### src/rtl/hold_bist_pkg.sv
package hold_bist_pkg;

  typedef enum logic [1:0] {
    SEQ_IDLE = 2'd0,
    SEQ_RUN  = 2'd1,
    SEQ_DONE = 2'd2
  } seq_st_e;

  localparam logic [1:0] CFG_SEL_K    = 2'd0;
  localparam logic [1:0] CFG_SEL_SEED = 2'd1;
  localparam logic [1:0] CFG_SEL_NVEC = 2'd2;

endpackage

### src/rtl/bist_galois_step.sv
module bist_galois_step #(
  parameter int          W    = 16,
  parameter logic [W-1:0] POLY = 16'hB400
) (
  input  logic [W-1:0] cur_i,
  output logic [W-1:0] nxt_o
);

  always_comb begin
    nxt_o = {1'b0, cur_i[W-1:1]};
    if (cur_i[0]) nxt_o = nxt_o ^ POLY;
  end

endmodule

### src/rtl/bist_cfg_regs.sv
module bist_cfg_regs
  import hold_bist_pkg::*;
#(
  parameter int VEC_W = 16,
  parameter int K_W   = 8,
  parameter int CNT_W = 12
) (
  input  logic             clk,
  input  logic             rst,
  input  logic             lock_i,
  input  logic             we_i,
  input  logic [1:0]       sel_i,
  input  logic [VEC_W-1:0] wdata_i,
  output logic [K_W-1:0]   k_o,
  output logic [VEC_W-1:0] seed_o,
  output logic [CNT_W-1:0] nvec_o
);

  logic [K_W-1:0]   k_q;
  logic [VEC_W-1:0] seed_q;
  logic [CNT_W-1:0] nvec_q;
  logic             wr_ok;

  assign wr_ok = we_i && !lock_i;

  always_ff @(posedge clk) begin
    if (rst) begin
      k_q    <= K_W'(1);
      seed_q <= VEC_W'(1);
      nvec_q <= CNT_W'(1);
    end else if (wr_ok) begin
      case (sel_i)
        CFG_SEL_K:    if (wdata_i[K_W-1:0] != '0)   k_q    <= wdata_i[K_W-1:0];
        CFG_SEL_SEED: if (wdata_i != '0)            seed_q <= wdata_i;
        CFG_SEL_NVEC: if (wdata_i[CNT_W-1:0] != '0) nvec_q <= wdata_i[CNT_W-1:0];
        default: ;
      endcase
    end
  end

  assign k_o    = k_q;
  assign seed_o = seed_q;
  assign nvec_o = nvec_q;

  AST_CFG_LOCKED: assert property (@(posedge clk) disable iff (rst)
    lock_i |=> ($stable(k_q) && $stable(seed_q) && $stable(nvec_q)));
  AST_CFG_NONZERO: assert property (@(posedge clk) disable iff (rst)
    (k_q != '0) && (seed_q != '0) && (nvec_q != '0));

endmodule

### src/rtl/bist_seq.sv
module bist_seq
  import hold_bist_pkg::*;
#(
  parameter int K_W   = 8,
  parameter int CNT_W = 12
) (
  input  logic             clk,
  input  logic             rst,
  input  logic             start_i,
  input  logic [K_W-1:0]   k_i,
  input  logic [CNT_W-1:0] nvec_i,
  output logic             accept_o,
  output logic             step_o,
  output logic             run_o,
  output logic             done_o,
  output logic             sld_o
);

  seq_st_e          st_q;
  logic [K_W-1:0]   hold_q;
  logic [CNT_W-1:0] idx_q;
  logic             run, last_cyc, last_vec, sld_q;

  assign run      = (st_q == SEQ_RUN);
  assign last_cyc = run && (hold_q == '0);
  assign last_vec = (idx_q == nvec_i - CNT_W'(1));
  assign accept_o = start_i && !run;
  assign step_o   = last_cyc && !last_vec;

  always_ff @(posedge clk) begin
    if (rst) begin
      st_q   <= SEQ_IDLE;
      hold_q <= '0;
      idx_q  <= '0;
      sld_q  <= 1'b0;
    end else begin
      sld_q <= 1'b0;
      if (accept_o) begin
        st_q   <= SEQ_RUN;
        hold_q <= k_i - K_W'(1);
        idx_q  <= '0;
        sld_q  <= 1'b1;
      end else if (run) begin
        if (hold_q != '0) begin
          hold_q <= hold_q - K_W'(1);
        end else if (last_vec) begin
          st_q <= SEQ_DONE;
        end else begin
          hold_q <= k_i - K_W'(1);
          idx_q  <= idx_q + CNT_W'(1);
          sld_q  <= 1'b1;
        end
      end
    end
  end

  assign run_o  = run;
  assign done_o = (st_q == SEQ_DONE);
  assign sld_o  = sld_q;

  AST_HOLD_IN_RANGE: assert property (@(posedge clk) disable iff (rst)
    run |-> (hold_q < k_i));
  AST_IDX_IN_RANGE: assert property (@(posedge clk) disable iff (rst)
    run |-> (idx_q < nvec_i));
  AST_STROBE_IN_RUN: assert property (@(posedge clk) disable iff (rst)
    sld_q |-> run);
  AST_DONE_STICKY: assert property (@(posedge clk) disable iff (rst)
    (done_o && !start_i) |=> done_o);
  AST_START_IGNORED: assert property (@(posedge clk) disable iff (rst)
    (run && hold_q != '0) |=> (run && !sld_q));

endmodule

### src/rtl/bist_pattern_reg.sv
module bist_pattern_reg #(
  parameter int               VEC_W = 16,
  parameter logic [VEC_W-1:0] POLY  = 16'hB400
) (
  input  logic             clk,
  input  logic             rst,
  input  logic             load_i,
  input  logic             step_i,
  input  logic [VEC_W-1:0] seed_i,
  output logic [VEC_W-1:0] vec_o
);

  logic [VEC_W-1:0] vec_q, vec_nxt;

  bist_galois_step #(.W(VEC_W), .POLY(POLY)) u_step (
    .cur_i (vec_q),
    .nxt_o (vec_nxt)
  );

  always_ff @(posedge clk) begin
    if (rst)         vec_q <= '0;
    else if (load_i) vec_q <= seed_i;
    else if (step_i) vec_q <= vec_nxt;
  end

  assign vec_o = vec_q;

  AST_VEC_HELD: assert property (@(posedge clk) disable iff (rst)
    (!load_i && !step_i) |=> $stable(vec_q));

endmodule

### src/rtl/bist_misr.sv
module bist_misr #(
  parameter int               SIG_W  = 16,
  parameter int               RESP_W = 8,
  parameter logic [SIG_W-1:0] POLY   = 16'hB400
) (
  input  logic              clk,
  input  logic              rst,
  input  logic              clr_i,
  input  logic              en_i,
  input  logic [RESP_W-1:0] resp_i,
  output logic [SIG_W-1:0]  sig_o
);

  logic [SIG_W-1:0] sig_q, sig_sh;

  bist_galois_step #(.W(SIG_W), .POLY(POLY)) u_step (
    .cur_i (sig_q),
    .nxt_o (sig_sh)
  );

  always_ff @(posedge clk) begin
    if (rst)        sig_q <= '0;
    else if (clr_i) sig_q <= '0;
    else if (en_i)  sig_q <= sig_sh ^ SIG_W'(resp_i);
  end

  assign sig_o = sig_q;

  AST_SIG_FROZEN: assert property (@(posedge clk) disable iff (rst)
    (!clr_i && !en_i) |=> $stable(sig_q));

endmodule

### src/rtl/hold_bist_top.sv
module hold_bist_top #(
  parameter int PI_W      = 10,
  parameter int SCAN_W    = 6,
  parameter int K_W       = 8,
  parameter int CNT_W     = 12,
  parameter int RESP_W    = 8,
  parameter int SIG_W     = 16,
  parameter logic [PI_W+SCAN_W-1:0] VEC_POLY = 16'hB400,
  parameter logic [SIG_W-1:0]       SIG_POLY = 16'hB400
) (
  input  logic                   clk,
  input  logic                   rst,
  input  logic                   start_i,
  input  logic                   cfg_we_i,
  input  logic [1:0]             cfg_sel_i,
  input  logic [PI_W+SCAN_W-1:0] cfg_wdata_i,
  input  logic [RESP_W-1:0]      resp_i,
  output logic [PI_W-1:0]        pi_o,
  output logic [SCAN_W-1:0]      scan_o,
  output logic                   scan_ld_o,
  output logic                   busy_o,
  output logic                   done_o,
  output logic [SIG_W-1:0]       sig_o
);

  localparam int VEC_W = PI_W + SCAN_W;

  logic [K_W-1:0]   k_cfg;
  logic [VEC_W-1:0] seed_cfg, vec;
  logic [CNT_W-1:0] nvec_cfg;
  logic             accept, step, run, done, sld;

  bist_cfg_regs #(.VEC_W(VEC_W), .K_W(K_W), .CNT_W(CNT_W)) u_cfg (
    .clk     (clk),
    .rst     (rst),
    .lock_i  (run),
    .we_i    (cfg_we_i),
    .sel_i   (cfg_sel_i),
    .wdata_i (cfg_wdata_i),
    .k_o     (k_cfg),
    .seed_o  (seed_cfg),
    .nvec_o  (nvec_cfg)
  );

  bist_seq #(.K_W(K_W), .CNT_W(CNT_W)) u_seq (
    .clk      (clk),
    .rst      (rst),
    .start_i  (start_i),
    .k_i      (k_cfg),
    .nvec_i   (nvec_cfg),
    .accept_o (accept),
    .step_o   (step),
    .run_o    (run),
    .done_o   (done),
    .sld_o    (sld)
  );

  bist_pattern_reg #(.VEC_W(VEC_W), .POLY(VEC_POLY)) u_pat (
    .clk    (clk),
    .rst    (rst),
    .load_i (accept),
    .step_i (step),
    .seed_i (seed_cfg),
    .vec_o  (vec)
  );

  bist_misr #(.SIG_W(SIG_W), .RESP_W(RESP_W), .POLY(SIG_POLY)) u_misr (
    .clk    (clk),
    .rst    (rst),
    .clr_i  (accept),
    .en_i   (run),
    .resp_i (resp_i),
    .sig_o  (sig_o)
  );

  assign pi_o      = vec[PI_W-1:0];
  assign scan_o    = vec[VEC_W-1:PI_W];
  assign scan_ld_o = sld;
  assign busy_o    = run;
  assign done_o    = done;

  AST_START_LOADS_SEED: assert property (@(posedge clk) disable iff (rst)
    accept |=> (busy_o && scan_ld_o && !done_o && {scan_o, pi_o} == $past(seed_cfg)));
  AST_VEC_NONZERO: assert property (@(posedge clk) disable iff (rst)
    busy_o |-> (vec != '0));
  AST_RUN_DONE_EXCL: assert property (@(posedge clk) disable iff (rst)
    !(busy_o && done_o));
  AST_STROBE_NEW_VEC: assert property (@(posedge clk) disable iff (rst)
    (scan_ld_o && $past(busy_o)) |-> (vec != $past(vec)));

endmodule

### config.mk
export PLATFORM = sky130hd
export DESIGN_NAME = hold_bist_top
export DESIGN_NICKNAME = d
export VERILOG_FILES = /design/src/rtl/hold_bist_pkg.sv /design/src/rtl/bist_galois_step.sv /design/src/rtl/bist_cfg_regs.sv /design/src/rtl/bist_seq.sv /design/src/rtl/bist_pattern_reg.sv /design/src/rtl/bist_misr.sv /design/src/rtl/hold_bist_top.sv
export SDC_FILE = /design/constraint.sdc
export NUM_CORES = 1
export LEC_CHECK = 0
export CAP_MARGIN = 25
export CORE_MARGIN = 2
export CORE_UTILIZATION = 55
export DETAILED_ROUTE_END_ITERATION = 7
export DONT_BUFFER_PORTS = 1
export PLACE_DENSITY = 0.78
export SKIP_CTS_REPAIR_TIMING = 1
export SLEW_MARGIN = 40
export SYNTH_ARGS = -nofsm -noshare
export SYNTH_HDL_FRONTEND = slang
export SYNTH_SLANG_ARGS = --single-unit
### constraint.sdc
create_clock -name clk -period 3.1 [get_ports clk]
set_input_delay 0.62 -clock clk [delete_from_list [all_inputs] [get_ports clk]]
set_output_delay 0.62 -clock clk [all_outputs]
set_load 0.1 [all_outputs]
* After elaboration in Yosys (flattened, before gate mapping)
Index checks and enable logic that the tools add are counted.
** Storage, ports and cells
- Flip-flop bits (word level) :: 91
- Bits of input ports :: 30
- Output and inout bits :: 35
- Word-level logic and storage cells :: 65
** Cells by class
- $add $sub $neg :: 4
- Eq/ne operators :: 7
- Mux-type cells :: 16
- Bitwise logic cells :: 5
- Reduce and logical (&&, ||, !) cells :: 23
** Operators by type and width (count)
- 16-bit 2-to-1 mux :: 4
- 8-bit 2-to-1 mux :: 4
- 3-bit AND reduction :: 6
- 16-bit nonzero test :: 1
- 8-bit nonzero test :: 2
- 8-bit by 1-bit subtractor with 8-bit output, second input constant :: 2
- 16-bit by 8-bit bitwise XOR with 16-bit output :: 1
- 12-bit by 1-bit adder with 12-bit output, second input constant :: 1
- 12-bit == test :: 1
- 12-bit nonzero test :: 1
- 12-bit by 1-bit subtractor with 12-bit output, second input constant :: 1
- 8-bit zero test :: 1
- 1-bit 2-to-1 mux :: 8
- 3-bit inverter with 4-bit output :: 2
- 2-bit nonzero test :: 3
- 2-bit by 1-bit == test with 1-bit output, second input constant :: 2
- 2-bit == test, second input constant :: 2
- 1-bit logical AND :: 4
- 3-bit inequality test, second input constant :: 1
- 1-bit zero test :: 2
- 2-bit zero test :: 1
- 2-bit inequality test, second input constant :: 1
- 1-bit inverter :: 2
- 2-bit AND reduction :: 1
- 2-bit OR reduction :: 1

* Logic depth before layout (Yosys ltp)
Gate-level depths: netlist of run 1.
- Word-level depth :: 6
- Gate-level depth with buffers :: 12
- Mapped depth without buffers :: 9

* Hierarchy
A second synthesis of run 1 with hierarchy kept.
** Second synthesis, totals
- Cells, all modules :: 545
- Area, all modules :: 5056.1 um^2
** Modules (own cells, without submodules)
- bist_seq :: instances 1, cells each 234, area an instance 1776.7 um^2, seq. area each 460.4 um^2
- bist_cfg_regs :: instances 1, cells each 146, area an instance 1572.8 um^2, seq. area each 720.7 um^2
- bist_pattern_reg :: instances 1, cells each 71, area an instance 805.8 um^2, seq. area each 320.3 um^2
- bist_misr :: instances 1, cells each 62, area an instance 653.1 um^2, seq. area each 320.3 um^2
- bist_galois_step :: instances 2, cells each 16, area an instance 123.9 um^2, seq. area each 0.0 um^2

* Worst setup path before layout of run 1
No wires, ideal clock.
- Path type :: reg-to-output
- Start :: register u_seq.st_q[1]
- End :: output port busy_o
- Arrival :: 2.116 ns
- Data required time :: 2.480 ns
- Slack :: 0.364 ns
- Cell stages (with the launch flop) :: 6
- Buffers on the path :: 3
- Cells stage by stage :: dfxtp_1 > nand2b_1 > clkbuf_1 > inv_1 > clkbuf_1 > buf_1
** Between the ends
- Longest elaborated chain between the ends :: 1
** Ends and longest elaborated chain
- from (decl) :: RTL line bist_seq.sv:19 : seq_st_e st_q;
- from (signal assigned) :: RTL line bist_seq.sv:32 : st_q <= SEQ_IDLE;
- from (signal assigned) :: RTL line bist_seq.sv:39 : st_q <= SEQ_RUN;
- from (signal assigned) :: RTL line bist_seq.sv:47 : st_q <= SEQ_DONE;
- 2-bit by 1-bit == test with 1-bit output :: RTL line bist_seq.sv:24 : assign run = (st_q == SEQ_RUN);
- to (decl) :: RTL line hold_bist_top.sv:21 : output logic busy_o,
No other way between the ends.

* Final worst setup path of run 1
- Start :: register u_cfg.nvec_q[0], in the netlist u_cfg.nvec_o[0]
- End :: register u_pat.vec_q[4], in the netlist u_pat.vec_o[4]
** Between the ends
- Longest elaborated chain between the ends :: 5
** Ends and longest elaborated chain
- from (decl) :: RTL line bist_cfg_regs.sv:21 : logic [CNT_W-1:0] nvec_q;
- from (signal assigned) :: RTL line bist_cfg_regs.sv:35 : CFG_SEL_NVEC: if (wdata_i[CNT_W-1:0] != '0) nvec_q <= wdata_i[CNT_W-1:0];
- 12-bit by 1-bit subtractor with 12-bit output :: RTL line bist_seq.sv:26 : assign last_vec = (idx_q == nvec_i - CNT_W'(1));
- 12-bit == test :: RTL line bist_seq.sv:26
- 1-bit zero test :: RTL line bist_seq.sv:28 : assign step_o = last_cyc && !last_vec;
- 1-bit logical AND :: RTL line bist_seq.sv:28
- 2-bit nonzero test (no line)
- to (signal assigned) :: RTL line bist_pattern_reg.sv:22 : else if (load_i) vec_q <= seed_i;
- to (signal assigned) :: RTL line bist_pattern_reg.sv:23 : else if (step_i) vec_q <= vec_nxt;
- to (decl) :: RTL line bist_pattern_reg.sv:13 : logic [VEC_W-1:0] vec_q, vec_nxt;
No other way between the ends.
A chain may end at the register's enable or synchronous reset.

==> results.sh, run 1 <==
export IMPL_max_clock_path_buffers=2
export IMPL_cts_sinks=91
export IMPL_die_h_um=96.59
export IMPL_hold_violations=0
export IMPL_grt_pass1_vias=3709
export IMPL_min_path_type="primary input to register"
export IMPL_pre_cts_slack_ns=0.1036
export IMPL_timing_max_transition_violations_final=0
export IMPL_antenna_found_initial=0
export IMPL_cts_root_buf="clkbuf_8"
export IMPL_grt_start_max_net_pins=60
export IMPL_grt_overflow=0
export IMPL_initial_core_util_pct=57.09
export IMPL_drc=0
export IMPL_synth_edff_count=0
export IMPL_crit_type="register to register"
export IMPL_place_area_mm2=0.004786
export IMPL_power_frac_seq_pct=47.6
export IMPL_avgSynthCellArea_um2=8.419
export IMPL_worstPathMaxFanout=14
export IMPL_die_area_mm2=0.009329
export IMPL_cts_tree="yes"
export IMPL_cts_buffers=9
export IMPL_dr_pass1_iters=5
export IMPL_synth_area_mm2=0.004715
export IMPL_slowest_delay_ns=0.58
export IMPL_critPathTopFamily="simple AND/OR/NAND/NOR gates"
export IMPL_tns_ns=0
export IMPL_synth_seq_cells=91
export IMPL_power_frac_comb_pct=29.5
export IMPL_period_minus_slack_ns=2.906
export IMPL_routed_wl_um=11090
export IMPL_p_int_w=0.002090
export IMPL_crit_required_ns=3.36
export IMPL_critPathCaptureType="register"
export IMPL_worstSetupStartpointType="register"
export IMPL_synth_cell_types=56
export IMPL_clk_pin_slew_ns=0.09
export IMPL_worstMarginPinSlew_ns=0.5772
export IMPL_rows=33
export IMPL_cap_violations=0
export IMPL_gp_congestion=0.9473
export IMPL_critPathSlowestCell="or4_4"
export IMPL_coreArea_mm2=0.008258
export IMPL_area_growth_synth_to_final_pct=7.484
export IMPL_final_cell_area_mm2=0.005067
export IMPL_layout_worst_path_cycle_share_pct=93.73
export IMPL_status="finished, final reports clean"
export IMPL_synthCells=560
export IMPL_worst_hold_slack_ns=0.3015
export IMPL_cp_buffers_inverters=1
export IMPL_yosysWarnings=0
export IMPL_clkLatencyLatePin_ns=0.37
export IMPL_routed_via_density=6.167
export IMPL_grt_first_pass_wirelength_um=17560
export IMPL_drive_gt1_share_pct=16.67
export IMPL_sw_frac_of_total_pct=42.08
export IMPL_ys_async_sr_fraction_pct=0
export IMPL_yosysSeqAreaShare_pct=38.64
export IMPL_utilization_pct=61.36
export IMPL_powerDensity_mw_per_mm2=712.2
export IMPL_setup_viol=0
export IMPL_hpwlAfterDp_um=7789
export IMPL_vdd_drop_max_mv=0.3964
export IMPL_synthTopCellsByCount="dfxtp_1 (91), nor2_1 (86), nand2_1 (53)"
export IMPL_via_count=4052
export IMPL_clock_power_share_pct=22.9
export IMPL_synth_top_area_share_pct=38.64
export IMPL_yosysTopAreaCell="dfxtp_1"
export IMPL_track_usage_pct=24.41
export IMPL_p_leak_nw=1.910
export IMPL_die_w_um=96.59
export IMPL_path_common_cell="nor3_1"
export IMPL_worstPathCellList="or4_4, nor3_1, xnor2_1, nand4_1, o311ai_4, buf_12, nor3_1, a2111oi_2"
export IMPL_rsz0062_at_grt="no"
export IMPL_synthesis_nets=595
export IMPL_timing_final_ws_setup_ns=0.1944
export IMPL_max_slew_margin_rel_pct=61.43
export IMPL_ff2ff_setup_slack_ns=0.19
export IMPL_diodes=0
export IMPL_synth_most_common_cell="dfxtp_1"
export IMPL_finClkSkew_ns=0.007083
export IMPL_boundaryPins=65
export IMPL_drt_initial_drc_count=218
export IMPL_portBuffers=0
export IMPL_ant_nets=0
export IMPL_cp_arrival_ns=3.17
export IMPL_ys_flop_type="dfxtp_1"
export IMPL_wire_per_inst_um=16.88
export IMPL_htreeDepth=3
export IMPL_p_sw_w=0.001519
export IMPL_max_freq_ghz=0.3442
export IMPL_nNetsFinal=582
export IMPL_synthTopCellsByArea="dfxtp_1 (39%), nor2_1 (6.8%), xnor2_1 (4.5%), mux2i_1 (4.2%), nand2_1 (4.2%)"
[logic make-up (layout without fill, tap and decap cells)]
group / after synthesis / count (layout) / share of synthesized area [%]
and+or+nand+nor: 244 / 244 / 25.35
AOI/OAI and AO/OA: 107 / 107 / 17.46
DFF: 91 / 91 / 38.64
buffers and inverters: 61 / 53 / 6.741
xor gates and xnor gates: 32 / 32 / 6.237
muxes: 20 / 20 / 4.246
adders and majority gates: 5 / 5 / 1.327
[power groups by stage]
stage	Combinational [W]	Clock [W]	Sequential (W)
final	0.00107	0.000826	0.00172
after global routing	0.00117	0.000897	0.00174
after CTS	0.00101	0.000842	0.00171
after detailed placement	0.00101	0	0.00174
after global placement	0.000982	0	0.00172
after floorplan	0.000932	0	0.00164
[worst paths after layout]
kind | start | endpoint | depth (start not counted)
worst min register to register | u_cfg.seed_o[14]$_SDFFE_PP0P_ | u_cfg.seed_o[14]$_SDFFE_PP0P_ | 2
worst max-delay path | u_cfg.nvec_o[0]$_SDFFE_PP1P_ | u_pat.vec_o[4]$_SDFFE_PP0P_ | 8
worst min-delay path | rst | u_seq.sld_o$_SDFF_PP0_ | 1
worst max register to register | u_cfg.nvec_o[0]$_SDFFE_PP1P_ | u_pat.vec_o[4]$_SDFFE_PP0P_ | 8
[per-layer routing]
layer,global-route usage (%),share of wire [%],up-vias,routed length [um]
met5,0,0,-,0
met2,39.41,45,162,5001
met1,30.25,42,1889,4628
met4,9.859,2.9,0,319
li1,-,-,1973,-
met3,7.758,10,28,1144
[sequential cells by signal, summed over array words and instances (netlist names), 2 cells and up]
register	count
u_seq.hold_q	8
u_misr.sig_o	16
u_seq.st_q	2
u_seq.idx_q	12
u_cfg.seed_o	16
u_cfg.k_o	8
u_pat.vec_o	16
u_cfg.nvec_o	12
[cell type report]
class	count	area, um2
inverters	13	48.80
well taps	105	131.4
clock buffers	9	123.9
clock inverters	7	75.07
repair buffers	24	227.7
multi-input cells	408	2603
flip-flops and latches	91	1858
fillers	739	3191
[metrics by stage]
step	total power, W	instances
3_3_place_gp	0.002705	638
3_5_place_dp	0.002747	638
2_1_floorplan	0.002572	560
5_1_grt	0.003808	657
6_report	0.003609	657
4_1_cts	0.003570	654
[layout by cell type (no fill, tap or decap), types with 14 or more instances in the layout]
cell type / netlist / routed
nand3_1: 16 / 16
or3_1: 14 / 14
xnor2_1: 24 / 24
buf_4: 14 / 21
a21oi_1: 34 / 34
nand2_1: 53 / 53
dfxtp_2: 0 / 29
nor2_1: 86 / 86
nor3_1: 23 / 23
mux2i_1: 20 / 20
o21ai_0: 17 / 17
dfxtp_1: 91 / 62
No activity file was read; power rests on OpenSTA's default activity.
==> run 2, diff against run 1 <==
ABC_AREA = 1   (was not set)
==> results.sh, run 2 <==
export IMPL_synth_cell_types=38
export IMPL_max_freq_ghz=0.4054
export IMPL_grt_first_pass_wirelength_um=19240
export IMPL_p_int_w=0.001930
export IMPL_synthTopCellsByArea="dfxtp_1 (37%), nand2_1 (13%), nor2_1 (7.4%), a21oi_1 (6.3%), o21ai_0 (5.7%)"
export IMPL_drive_gt1_share_pct=11.35
export IMPL_ff2ff_setup_slack_ns=0.63
export IMPL_place_area_mm2=0.004906
export IMPL_clock_power_share_pct=30.1
export IMPL_clkLatencyLatePin_ns=0.37
export IMPL_die_h_um=98.33
export IMPL_die_area_mm2=0.009668
export IMPL_worstHoldPathCells=1
export IMPL_cts_sinks=91
export IMPL_tns_ns=0
export IMPL_period_minus_slack_ns=2.466
export IMPL_antenna_found_initial=0
export IMPL_boundaryPins=65
export IMPL_fill_cells=823
export IMPL_synth_top_area_share_pct=37.23
export IMPL_hold_path_endpoint="u_pat.vec_o[11]$_SDFFE_PP0P_"
export IMPL_htreeDepth=3
export IMPL_sw_frac_of_total_pct=36.24
export IMPL_power_frac_comb_pct=21.6
export IMPL_drt_initial_drc_count=254
export IMPL_timing_final_ws_setup_ns=0.6336
export IMPL_cts_root_buf="clkbuf_8"
export IMPL_p_sw_w=0.001097
export IMPL_p_leak_nw=2.114
export IMPL_ys_async_sr_fraction_pct=0
export IMPL_grt_overflow=0
export IMPL_via_count=4541
export IMPL_cap_violations=0
export IMPL_setup_viol=0
export IMPL_yosysWarnings=0
export IMPL_final_cell_area_mm2=0.005129
export IMPL_hpwlAfterDp_um=8569
export IMPL_routed_via_density=5.585
export IMPL_drc=0
export IMPL_worstSetupStartpointType="register"
export IMPL_cts_tree="yes"
export IMPL_portBuffers=0
export IMPL_ys_flop_type="dfxtp_1"
export IMPL_multi_input_area_mm2=0.002628
export IMPL_synth_most_common_cell="nand2_1"
export IMPL_synth_area_mm2=0.004893
export IMPL_synthTopCellsByCount="nand2_1 (175), nor2_1 (96), dfxtp_1 (91)"
export IMPL_clk_pin_slew_ns=0.10
export IMPL_synth_seq_cells=91
export IMPL_wire_per_inst_um=14.34
export IMPL_grt_pass1_vias=4157
export IMPL_dr_pass1_iters=5
export IMPL_routed_wl_um=11660
export IMPL_vdd_drop_max_mv=0.3480
export IMPL_synthesis_nets=756
export IMPL_final_cell_mix="nand2_1 (175), nor2_1 (95), a21oi_1 (62), dfxtp_1 (59), o21ai_0 (56)"
export IMPL_coreArea_mm2=0.008678
export IMPL_r2r_start="u_cfg.nvec_o[0]$_SDFFE_PP1P_"
export IMPL_yosysTopAreaCell="dfxtp_1"
export IMPL_gp_congestion=0.9118
export IMPL_pre_cts_slack_ns=0.6802
export IMPL_min_path_type="primary input to register"
export IMPL_crit_required_ns=3.40
export IMPL_synth_edff_count=0
export IMPL_ff2ff_path_depth=16
export IMPL_power_frac_seq_pct=48.2
export IMPL_yosysSeqAreaShare_pct=37.23
export IMPL_diodes=0
export IMPL_mostFrequentLayoutCell="nand2_1"
export IMPL_seq_area_mm2=0.001862
export IMPL_critPathCaptureType="register"
export IMPL_r2r_end="u_pat.vec_o[12]$_SDFFE_PP0P_"
export IMPL_max_slew_margin_rel_pct=49.45
export IMPL_layout_worst_path_cycle_share_pct=79.56
export IMPL_rsz0062_at_grt="no"
export IMPL_area_growth_synth_to_final_pct=4.807
export IMPL_die_w_um=98.33
export IMPL_synthCells=721
export IMPL_cp_arrival_ns=2.77
export IMPL_ant_nets=0
export IMPL_worstMarginPinSlew_ns=0.7537
export IMPL_initial_core_util_pct=56.39
export IMPL_status="finished, final reports clean"
export IMPL_grt_start_max_net_pins=40
export IMPL_hold_start="rst"
export IMPL_nNetsFinal=735
export IMPL_finClkSkew_ns=0.01596
export IMPL_cts_buffers=9
export IMPL_hold_violations=0
export IMPL_max_clock_path_buffers=2
export IMPL_timing_max_transition_violations_final=0
export IMPL_avgSynthCellArea_um2=6.787
export IMPL_powerDensity_mw_per_mm2=590.2
export IMPL_crit_type="register to register"
export IMPL_worstPathMaxFanout=18
export IMPL_rows=34
export IMPL_track_usage_pct=24.18
export IMPL_total_power_w=0.003027
run 2: cell types whose count changed after synthesis, moves of 9 or more:
cell       delta
nor3_1       -15
or4_1         -9
a211oi_1     -12
or3_1        -14
a21oi_1      +28
a2111oi_2     -9
inv_1        +40
nand3_1      +35
o21ai_0      +39
nand2_1     +122
mux2i_1      -19
nor2_1       +10
run 2: critical path, stage by stage, from the launching register on:
cell,delay [ns]
dfxtp_1,0.38
inv_2,0.10
ha_1,0.31
inv_1,0.04
nand2_1,0.06
nand2_1,0.04
nor2_1,0.16
nand2_1,0.07
nor2_1,0.11
nand3_1,0.15
nor2_4,0.15
nand3_4,0.18
nand2_4,0.24
nand2_4,0.16
nand2_1,0.11
nand2_1,0.05
nor2_1,0.09
run 2: how the worst max path moves through the flow:
| stage | end | depth (start not counted) | slack (ns) | from |
|---|---|---|---|---|
| detailed placement | u_pat.vec_o[13]$_SDFFE_PP0P_ | 16 | 0.68 | u_cfg.nvec_o[0]$_SDFFE_PP1P_ |
| global route | u_pat.vec_o[13]$_SDFFE_PP0P_ | 16 | 0.43 | u_cfg.nvec_o[0]$_SDFFE_PP1P_ |
| CTS | u_pat.vec_o[12]$_SDFFE_PP0P_ | 16 | 0.67 | u_cfg.nvec_o[0]$_SDFFE_PP1P_ |
| floorplan | done_o | 2 | 0.81 | u_seq.st_q[1]$_SDFFE_PP0P_ |
| global placement | u_pat.vec_o[5]$_SDFFE_PP0P_ | 15 | 0.79 | u_cfg.nvec_o[0]$_SDFFE_PP1P_ |
| finish | u_pat.vec_o[12]$_SDFFE_PP0P_ | 16 | 0.63 | u_cfg.nvec_o[0]$_SDFFE_PP1P_ |
run 2: layout make-up:
type / instances / area share [%]
Clock buffer: 10 / 2.488
Clock inverter: 6 / 1.854
Inverter: 61 / 4.465
Multi-Input combinational cell: 530 / 51.23
Sequential cell: 91 / 36.30
Tap cell: 108 / 2.635
Timing Repair Buffer: 7 / 1.025
run 2: through the flow:
| stage | hold WS (ns) | cells | utilization, % |
|---|---|---|---|
| 2_1_floorplan | 0.4245 | 721 | - |
| 3_3_place_gp | 0.4691 | 797 | 56.07 |
| 3_5_place_dp | 0.4701 | 797 | 56.53 |
| 4_1_cts | 0.2898 | 813 | 59.10 |
| 5_1_grt | 0.2853 | 813 | 59.10 |
| 6_report | 0.3078 | 813 | 59.10 |
run 2: kinds of logic after synthesis:
kind of cell | synth area share (%)
fa+ha+maj | 1.278
simple gates | 32.98
buf+inv | 9.128
compound gates | 12.94
xor+xnor | 6.239
mux | 0.2046
flops | 37.23
run 2: power by group through the flow:
stage	sequential (W)	clock [W]	combinational, W
2_1_floorplan	0.00140	0	0.000624
3_3_place_gp	0.00148	0	0.000629
3_5_place_dp	0.00149	0	0.000644
4_1_cts	0.00146	0.000922	0.000649
5_1_grt	0.00147	0.000964	0.000738
6_report	0.00146	0.000911	0.000655
run 2: per-layer routing:
metal  vias up  wire (um)  share of wire [%]  GRT usage, %
met5         -          0                  0             0
met2       162       5514                 47         40.29
met4         0        222                1.9         7.798
met3        26        851                7.3         6.084
met1      2077       5070                 43         30.79
li1       2276          -                  -             -
